==> src/rtl/hwmon_ctrl_pkg.sv <==
package hwmon_ctrl_pkg;

  localparam int REG_W  = 8;
  localparam int ADDR_W = 8;

  typedef logic [REG_W-1:0]  reg_t;
  typedef logic [ADDR_W-1:0] addr_t;

  localparam reg_t CFG_RESET_VAL = 8'h08;

  localparam int START_BIT = 0;
  localparam int PULSE_BIT = 4;
  localparam int SEL_BIT   = 5;
  localparam int INIT_BIT  = 7;

  // shutdown needs both the VID high bit and the test bit
  function automatic logic shdn_decode(input logic vid7, input logic tst0);
    return vid7 & tst0;
  endfunction

  // offset moves inward only with test bit set, VID bit 6 set, VID bit 7 clear
  function automatic logic ofs_decode(input logic vid7, input logic vid6, input logic tst0);
    return tst0 & vid6 & ~vid7;
  endfunction

  // read view of the configuration register; action bits read 0, bit 3 fixed 1
  function automatic reg_t cfg_view(input logic start, input logic sel);
    return {1'b0, 1'b0, sel, 1'b0, 1'b1, 1'b0, 1'b0, start};
  endfunction

endpackage

==> src/rtl/hwmon_cfg_reg.sv <==
module hwmon_cfg_reg
  import hwmon_ctrl_pkg::*;
(
  input  logic clk,
  input  logic rst_n,
  input  logic wr,
  input  reg_t wdata,
  output logic start_q,
  output logic sel_q,
  output logic init_req,
  output logic pulse_req
);

  assign init_req  = wr & wdata[INIT_BIT];
  assign pulse_req = wr & wdata[PULSE_BIT] & ~wdata[INIT_BIT];

  always_ff @(posedge clk or negedge rst_n) begin
    if (!rst_n) begin
      start_q <= CFG_RESET_VAL[START_BIT];
      sel_q   <= CFG_RESET_VAL[SEL_BIT];
    end else if (init_req) begin
      start_q <= CFG_RESET_VAL[START_BIT];
      sel_q   <= CFG_RESET_VAL[SEL_BIT];
    end else if (wr) begin
      start_q <= wdata[START_BIT];
      sel_q   <= wdata[SEL_BIT];
    end
  end

endmodule

==> src/rtl/hwmon_sticky_status.sv <==
module hwmon_sticky_status #(
  parameter int W = 8
) (
  input  logic         clk,
  input  logic         rst_n,
  input  logic         clr,
  input  logic [W-1:0] evt,
  output logic [W-1:0] q
);

  always_ff @(posedge clk or negedge rst_n) begin
    if (!rst_n)   q <= '0;
    else if (clr) q <= '0;
    else          q <= q | evt;
  end

endmodule

==> src/rtl/hwmon_rst_pulse.sv <==
module hwmon_rst_pulse #(
  parameter int TICKS = 20
) (
  input  logic clk,
  input  logic rst_n,
  input  logic req,
  input  logic tick,
  output logic active
);

  localparam int CNT_W = $clog2(TICKS + 1);
  localparam logic [CNT_W-1:0] LOAD = CNT_W'(TICKS);
  localparam logic [CNT_W-1:0] ONE  = CNT_W'(1);

  logic [CNT_W-1:0] cnt;

  always_ff @(posedge clk or negedge rst_n) begin
    if (!rst_n) begin
      active <= 1'b0;
      cnt    <= '0;
    end else if (req) begin
      active <= 1'b1;
      cnt    <= LOAD;
    end else if (active && tick) begin
      if (cnt == ONE) begin
        active <= 1'b0;
        cnt    <= '0;
      end else begin
        cnt <= cnt - ONE;
      end
    end
  end

endmodule

==> src/rtl/hwmon_ctrl_regs.sv <==
module hwmon_ctrl_regs
  import hwmon_ctrl_pkg::*;
#(
  parameter int    PULSE_TICKS = 20,
  parameter addr_t CFG_ADDR    = 8'h40,
  parameter addr_t ST1_ADDR    = 8'h41,
  parameter addr_t ST2_ADDR    = 8'h42,
  parameter addr_t VID_ADDR    = 8'h47,
  parameter addr_t TEST_ADDR   = 8'h4A
) (
  input  logic       clk,
  input  logic       rst_n,
  input  logic       tick,
  input  logic       wr_en,
  input  logic [7:0] addr,
  input  logic [7:0] wdata,
  output logic [7:0] rdata,
  input  logic [3:0] vid_pins,
  input  logic [7:0] st1_evt,
  input  logic [7:0] st2_evt,
  output logic       mon_run,
  output logic       rst_pin_n,
  output logic       vid4_sel,
  output logic       full_shdn,
  output logic       ofs_internal
);

  localparam int N_STATUS = 2;

  logic cfg_wr, vid_wr, test_wr;
  logic start_q, sel_q;
  logic init_req, pulse_req, pulse_active;
  logic [1:0] vid_hi_q;
  logic test_q;
  reg_t st_q  [N_STATUS];
  reg_t st_evt[N_STATUS];
  reg_t st1_q, st2_q;

  assign cfg_wr  = wr_en && (addr == CFG_ADDR);
  assign vid_wr  = wr_en && (addr == VID_ADDR);
  assign test_wr = wr_en && (addr == TEST_ADDR);

  hwmon_cfg_reg u_cfg (
    .clk       (clk),
    .rst_n     (rst_n),
    .wr        (cfg_wr),
    .wdata     (wdata),
    .start_q   (start_q),
    .sel_q     (sel_q),
    .init_req  (init_req),
    .pulse_req (pulse_req)
  );

  hwmon_rst_pulse #(.TICKS(PULSE_TICKS)) u_pulse (
    .clk    (clk),
    .rst_n  (rst_n),
    .req    (pulse_req),
    .tick   (tick),
    .active (pulse_active)
  );

  assign st_evt[0] = st1_evt;
  assign st_evt[1] = st2_evt;

  for (genvar g = 0; g < N_STATUS; g++) begin : g_status
    hwmon_sticky_status #(.W(REG_W)) u_st (
      .clk   (clk),
      .rst_n (rst_n),
      .clr   (init_req),
      .evt   (st_evt[g]),
      .q     (st_q[g])
    );
  end

  assign st1_q = st_q[0];
  assign st2_q = st_q[1];

  // VID bits 7:6 and test bit 0 survive soft initialization
  always_ff @(posedge clk or negedge rst_n) begin
    if (!rst_n) begin
      vid_hi_q <= '0;
      test_q   <= 1'b0;
    end else begin
      if (vid_wr)  vid_hi_q <= wdata[7:6];
      if (test_wr) test_q   <= wdata[0];
    end
  end

  assign full_shdn    = shdn_decode(vid_hi_q[1], test_q);
  assign ofs_internal = ofs_decode(vid_hi_q[1], vid_hi_q[0], test_q);
  assign mon_run      = start_q & ~full_shdn;
  assign vid4_sel     = sel_q;
  assign rst_pin_n    = ~pulse_active;

  always_comb begin
    rdata = '0;
    if (addr == CFG_ADDR)       rdata = cfg_view(start_q, sel_q);
    else if (addr == ST1_ADDR)  rdata = st1_q;
    else if (addr == ST2_ADDR)  rdata = st2_q;
    else if (addr == VID_ADDR)  rdata = {vid_hi_q, 2'b00, vid_pins};
    else if (addr == TEST_ADDR) rdata = {7'b0, test_q};
  end

endmodule

==> config.mk <==
export PLATFORM = sky130hd
export DESIGN_NAME = hwmon_ctrl_regs
export DESIGN_NICKNAME = d
export VERILOG_FILES = /design/src/rtl/hwmon_ctrl_pkg.sv /design/src/rtl/hwmon_cfg_reg.sv /design/src/rtl/hwmon_sticky_status.sv /design/src/rtl/hwmon_rst_pulse.sv /design/src/rtl/hwmon_ctrl_regs.sv
export SDC_FILE = /design/constraint.sdc
export NUM_CORES = 1
export LEC_CHECK = 0
export ABC_AREA = 1
export BUFFER_PORTS_ARGS = -buffer_cell sky130_fd_sc_hd__buf_4
export CORE_AREA = 3 3 57 59
export DETAILED_ROUTE_END_ITERATION = 10
export DIE_AREA = 0 0 60 62
export PLACE_DENSITY = 0.83
export SLEW_MARGIN = 20
export SYNTH_ARGS = -nofsm -noshare
export SYNTH_HDL_FRONTEND = slang
export SYNTH_SLANG_ARGS = --single-unit
==> constraint.sdc <==
create_clock -name clk -period 3.2 [get_ports clk]
set_input_delay 0.16 -clock clk [delete_from_list [all_inputs] [get_ports clk]]
set_output_delay 0.16 -clock clk [all_outputs]
set_load 0.02 [all_outputs]
Word level (Yosys, flattened, before mapping). Cells that the tools add are included.

Eq/ne operators: 6. Mux-type cells: 17. $add $sub $neg: 1. Reduce and logical (&&, ||, !) cells: 8. Bitwise gates (word level): 13.

Operators by type and width (count): 8-bit 2-to-1 mux (6); 8-bit by 7-bit == test with 1-bit output (second input constant) (5); 8-bit bitwise OR (2); 5-bit 2-to-1 mux (3); 1-bit 2-to-1 mux (8); 1-bit bitwise AND (7); 2-bit nonzero test (3); 5-bit by 1-bit == test with 1-bit output (second input constant) (1); 5-bit by 1-bit subtractor with 5-bit output (second input constant) (1); 1-bit logical AND (4); 1-bit inverter (4); 2-bit AND reduction (1).

Flip-flop bits (word level): 27.

Depth between registers and ports, before layout.
Word-level depth: 6. Depth in mapped cells: 8.

Cells and area by module. From an unflattened synthesis, not the netlist that was laid out.

Cell total of the unflattened synthesis: 206. Area total of the unflattened synthesis: 1560.2 µm².

Modules (own cells, without submodules): hwmon_ctrl_regs (area each 558.0 µm², times used 1, seq. area each 75.1 µm², cells an instance 97); hwmon_sticky_status (area each 271.5 µm², times used 2, seq. area each 200.2 µm², cells an instance 25); hwmon_rst_pulse (area each 361.6 µm², times used 1, seq. area each 150.1 µm², cells an instance 45); hwmon_cfg_reg (area each 97.6 µm², times used 1, seq. area each 50.0 µm², cells an instance 14).

Worst setup path before layout. Ideal clock, no wire load.

Path kind: register to register. From: reg u_pulse.cnt[0]. To: reg u_pulse.cnt[2]. Buffers on the path: 0. Arrival time: 1.081 ns. Setup time: 0.122 ns. Data required time: 3.078 ns. Period minus slack after synthesis: 1.203 ns. Slack: 1.997 ns. Stages on the path, launching flop included: 8. Path through: dfrtp_1 > inv_1 > ha_1 > inv_1 > nor2_1 > or2_2 > nand3_1 > nand2_1.

Cells in the longest elaborated chain, start to end: 4.

Ends and longest elaborated chain: start, declared (RTL line hwmon_rst_pulse.sv:15) `logic [CNT_W-1:0] cnt;`; start signal, assigned (RTL line hwmon_rst_pulse.sv:29) `cnt <= cnt - ONE;`; 5-bit by 1-bit subtractor with 5-bit output / 5-bit by 1-bit == test with 1-bit output (equally long branches) (RTL line hwmon_rst_pulse.sv:29, hwmon_rst_pulse.sv:25); 5-bit 2-to-1 mux (*) (RTL line hwmon_rst_pulse.sv:25) `if (cnt == ONE) begin`; 5-bit 2-to-1 mux (*) (RTL line hwmon_rst_pulse.sv:24) `end else if (active && tick) begin`; 5-bit 2-to-1 mux (*) (RTL line hwmon_rst_pulse.sv:21) `end else if (req) begin`.

Mark *: on every way between the ends. The rest lies on a longest branch, timed or not. The select of a mux whose other input is x is not followed. A chain may end at the register's enable or synchronous reset.

Final worst setup path.
From: in addr[5]. To: out rdata[7].

Cells in the longest elaborated chain, start to end: 5.

Ends and longest elaborated chain: start, declared (RTL line hwmon_ctrl_regs.sv:15) `input logic [7:0] addr,`; 8-bit by 7-bit == test with 1-bit output (RTL line hwmon_ctrl_regs.sv:100) `else if (addr == VID_ADDR) rdata = {vid_hi_q, 2'b00, vid_pins};`; 8-bit 2-to-1 mux (RTL line hwmon_ctrl_regs.sv:100); 8-bit 2-to-1 mux (RTL line hwmon_ctrl_regs.sv:99) `else if (addr == ST2_ADDR) rdata = st2_q;`; 8-bit 2-to-1 mux (RTL line hwmon_ctrl_regs.sv:98) `else if (addr == ST1_ADDR) rdata = st1_q;`; 8-bit 2-to-1 mux (*) (RTL line hwmon_ctrl_regs.sv:97) `if (addr == CFG_ADDR) rdata = cfg_view(start_q, sel_q);`; end, declared (RTL line hwmon_ctrl_regs.sv:17) `output logic [7:0] rdata,`.

Mark *: on every way between the ends. The rest lies on a longest branch, timed or not.

==> results.md <==
- Gr ovfl total: 0
- Total Power: 790 µW
- CTS root buffer: clkbuf_4
- DRC violations left: 0
- Worst-margin pin slew: 0.594 ns
- Fin. Hold Viols: 0
- Peak supply drop: 0.562 mV
- Simple-Gate Fraction of Synth Area: 0.298
- Post-DRT Antenna Nets: 0
- Minimum clock period: 1.56 ns
- Most common cell after layout, fill and taps aside: buf_4
- Post-synthesis sequential area ratio: 0.456
- Fin crit share: 0.486
- Setup_tns: 0 ns
- Part of the power in the clock network: 0.177
- Buf/Inv on CP: 2
- Synth-to-layout area growth: 29.2%
- Initial antenna violation count: 0
- Hold Path Origin: st2_evt[1]
- PD cells: 412 nW/µm²
- FILL cells: roughly 240
- Drt pass-1 iters: 4
- Critical Path Max Stage Delay: roughly 0.47 ns
- Inserted Clock Buffers: 3
- CP endpoint kind: primary output
- Yosys warnings: 0
- Final hold slack: 0.0195 ns
- Vias in the first global route: about 1300
- Per-cell routed wire length: roughly 12 µm
- First-pass GRT wire length: 5670 µm
- Mapped Nets: 236
- DR vias/cell: around 5.0
- Post-synthesis register bit count: 27
- I/O pin count: 53
- Clk_lat worst skew: 0.31 ns
- Leakage power: roughly 0.94 nW
- Arr. time, crit path: 1.40 ns
- Switching share of power: 0.326
- Start of the worst register-to-register path: u_pulse.cnt[0]$_DFFE_PN0P_
- Post-Route WL: 3380 µm
- Peak Freq: 0.643 GHz
- Library cells used by synthesis: 19
- Total track usage: 0.204
- Crit path kind: in -> out
- RSZ-0062 raised after global routing: false
- FF-to-FF path depth: 7
- Nets@finish: just under 300
- Yosys top cell area share: 0.456
- Sequential share of power: 0.528
- Most frequent cells in the layout: buf_4, nand2_1, inv_1, dfrtp_1, nand3_1
- Switching pwr: about 260 µW
- Pin count of the biggest net entering global routing: 28
- R2R Path End: u_pulse.cnt[2]$_DFFE_PN0P_
- Chip Width: 60 µm
- Post-synth top area cell: dfrtp_1
- Gate power share: 0.294
- Status: complete, no violations
- IO Port Bufs: just under 50
- Worst hold endpoint: g_status[1].u_st.q[1]$_DFF_PN0_
- Core outline area: 2760 µm²
- Final setup violation count: 0
- Final GP Congestion: about 0.86
- DR vias: ~1400
- Xor and xnor area share after synthesis: 0
- H-tree Lvls: 1
- Finished Layout Cells: 278
- Hold path depth: 3
- HPWL Detailed: approximately 2600 µm
- Initial Util: 0.538
- Compound-gate portion of the synthesized area: 0.113
- Max Slew Vio Count: 0
- Worst-path fanout max: 8
- Rows: 19
- Max Buffers Root-to-Sink: 2
- Mux cell area share after synthesis: 0
- Die ar.: 3720 µm²
- Ant. Diodes: 0
- Cell internal pwr: around 530 µW
- CTS tree: yes
- Worst path slowest cell: nor3_2
- Post-synthesis instance area: 1480 µm²
- Die Span Y: 62 µm
- Reg area: 676 µm²
- Share of cells above drive strength 1: 0.324
- Worst Clk Skew: 0.000491 ns
- Core Util, Final: 0.695
- Mapped Cells: 194
- Slew headroom: 0.602
- Post_cts resized: 0
- Max Cap Viol: 0
- Initial DRC count: 44
- Critical Path, Cell by Cell: buf_4, nor2_1, nand2_1, nor3_2, nand2_1, o211ai_1, buf_4
- Synth area leaders: dfrtp_1, nand2_1, inv_1
- Hold WC Path Type: in -> reg
- Worst path top cell family by delay: simple AND/OR/NAND/NOR gates
- Adder-cell area share of the yosys netlist: 0.0169
- Crit path launch type: primary input
- Placed Cells incl. Taps: 273
- Clock Sinks: 27
- FF-to-FF setup slack: between 1.5 and 2 ns
- Syn avg cell area: roughly 7.6 µm²
- CTS clk-pin slew, worst paths: about 0.14 ns
- Largest family of logic cells by synthesized area: simple AND/OR/NAND/NOR gates
- Worst Path Required: 3.04 ns
- Multi-input logic area: 634 µm²
==> cells in the mapped netlist <==
library cell   n
dfrtp_1       27
o211ai_1       2
nor3_2         2
nor2_1        17
inv_1         31
nand4_1        3
buf_6          1
buf_4          1
nor2_4         1
nand3_1       23
o21ai_0       13
ha_1           2
o21ai_2       10
nor3_1         2
nor2_2         1
nand2_1       46
inv_2         10
or2_2          1
nand3_4        1
==> power groups by stage <==
stage	combinational (mW)	clock, mW	sequential (mW)
6_report	0.232	0.140	0.417
5_1_grt	0.274	0.162	0.427
4_1_cts	0.235	0.144	0.417
3_5_place_dp	0.233	0	0.422
3_3_place_gp	0.226	0	0.422
2_1_floorplan	0.149	0	0.414
==> sequential cells by signal, indices dropped and copies added, names as in the netlist <==
register and count:
vid_hi_q 2, test_q 1, u_pulse.active 1, u_cfg.start_q 1
g_status.u_st.q 16, u_cfg.sel_q 1, u_pulse.cnt 5
==> repair_timing <==
| item | in CTS | in global routing |
|---|---|---|
| hold buffers | 1 | 0 |
| setup buffers | 0 | 0 |
| hold endpoints to repair | 27 | 0 |
==> area by class of cell <==
class | count | share of cell area
flip-flops and latches | 27 | 0.353
multi-input cells | 124 | 0.331
repair buffers | 51 | 0.201
inverters | 41 | 0.0803
well taps | 31 | 0.0202
clock buffers | 3 | 0.0118
clock inverters | 1 | 0.00261
==> layer usage <==
metal  share of wire  routed length (µm)  global-route usage
met1            0.43                1460               0.285
met2            0.50                1700               0.336
met3           0.060                 203              0.0207
met4          0.0062                  21              0.0633
met5               0                   0                   0
==> worst reg2reg max path, stage by stage (launching register included) <==
cell,delay (ns)
dfrtp_1,0.40
inv_1,0.09
ha_1,0.20
inv_1,0.05
nor2_1,0.07
or2_2,0.28
nand3_1,0.08
nand2_1,0.05
==> cell families after synthesis <==
group | after synthesis
adders and majority gates | 2
buffers and inverters | 43
and+or+nand+nor | 97
DFF | 27
AOI/OAI and AO/OA | 25
==> worst max-delay path by stage <==
stage	to	depth (start not counted)	from
after floorplan	u_pulse.cnt[2]$_DFFE_PN0P_	7	u_pulse.cnt[0]$_DFFE_PN0P_
after global placement	rdata[6]	7	addr[5]
after detailed placement	rdata[6]	7	addr[5]
after CTS	rdata[6]	7	addr[5]
after global routing	rdata[6]	7	addr[5]
final	rdata[7]	7	addr[5]
==> stage by stage <==
stage / instance area, µm² / setup slack, ns
floorplan: 1480 / 2.00
global placement: 1880 / 1.65
detailed placement: 1880 / 1.66
CTS: 1920 / 1.65
global route: 1920 / 1.47
finish: 1920 / 1.64
Power figures use the tool's default switching activity.
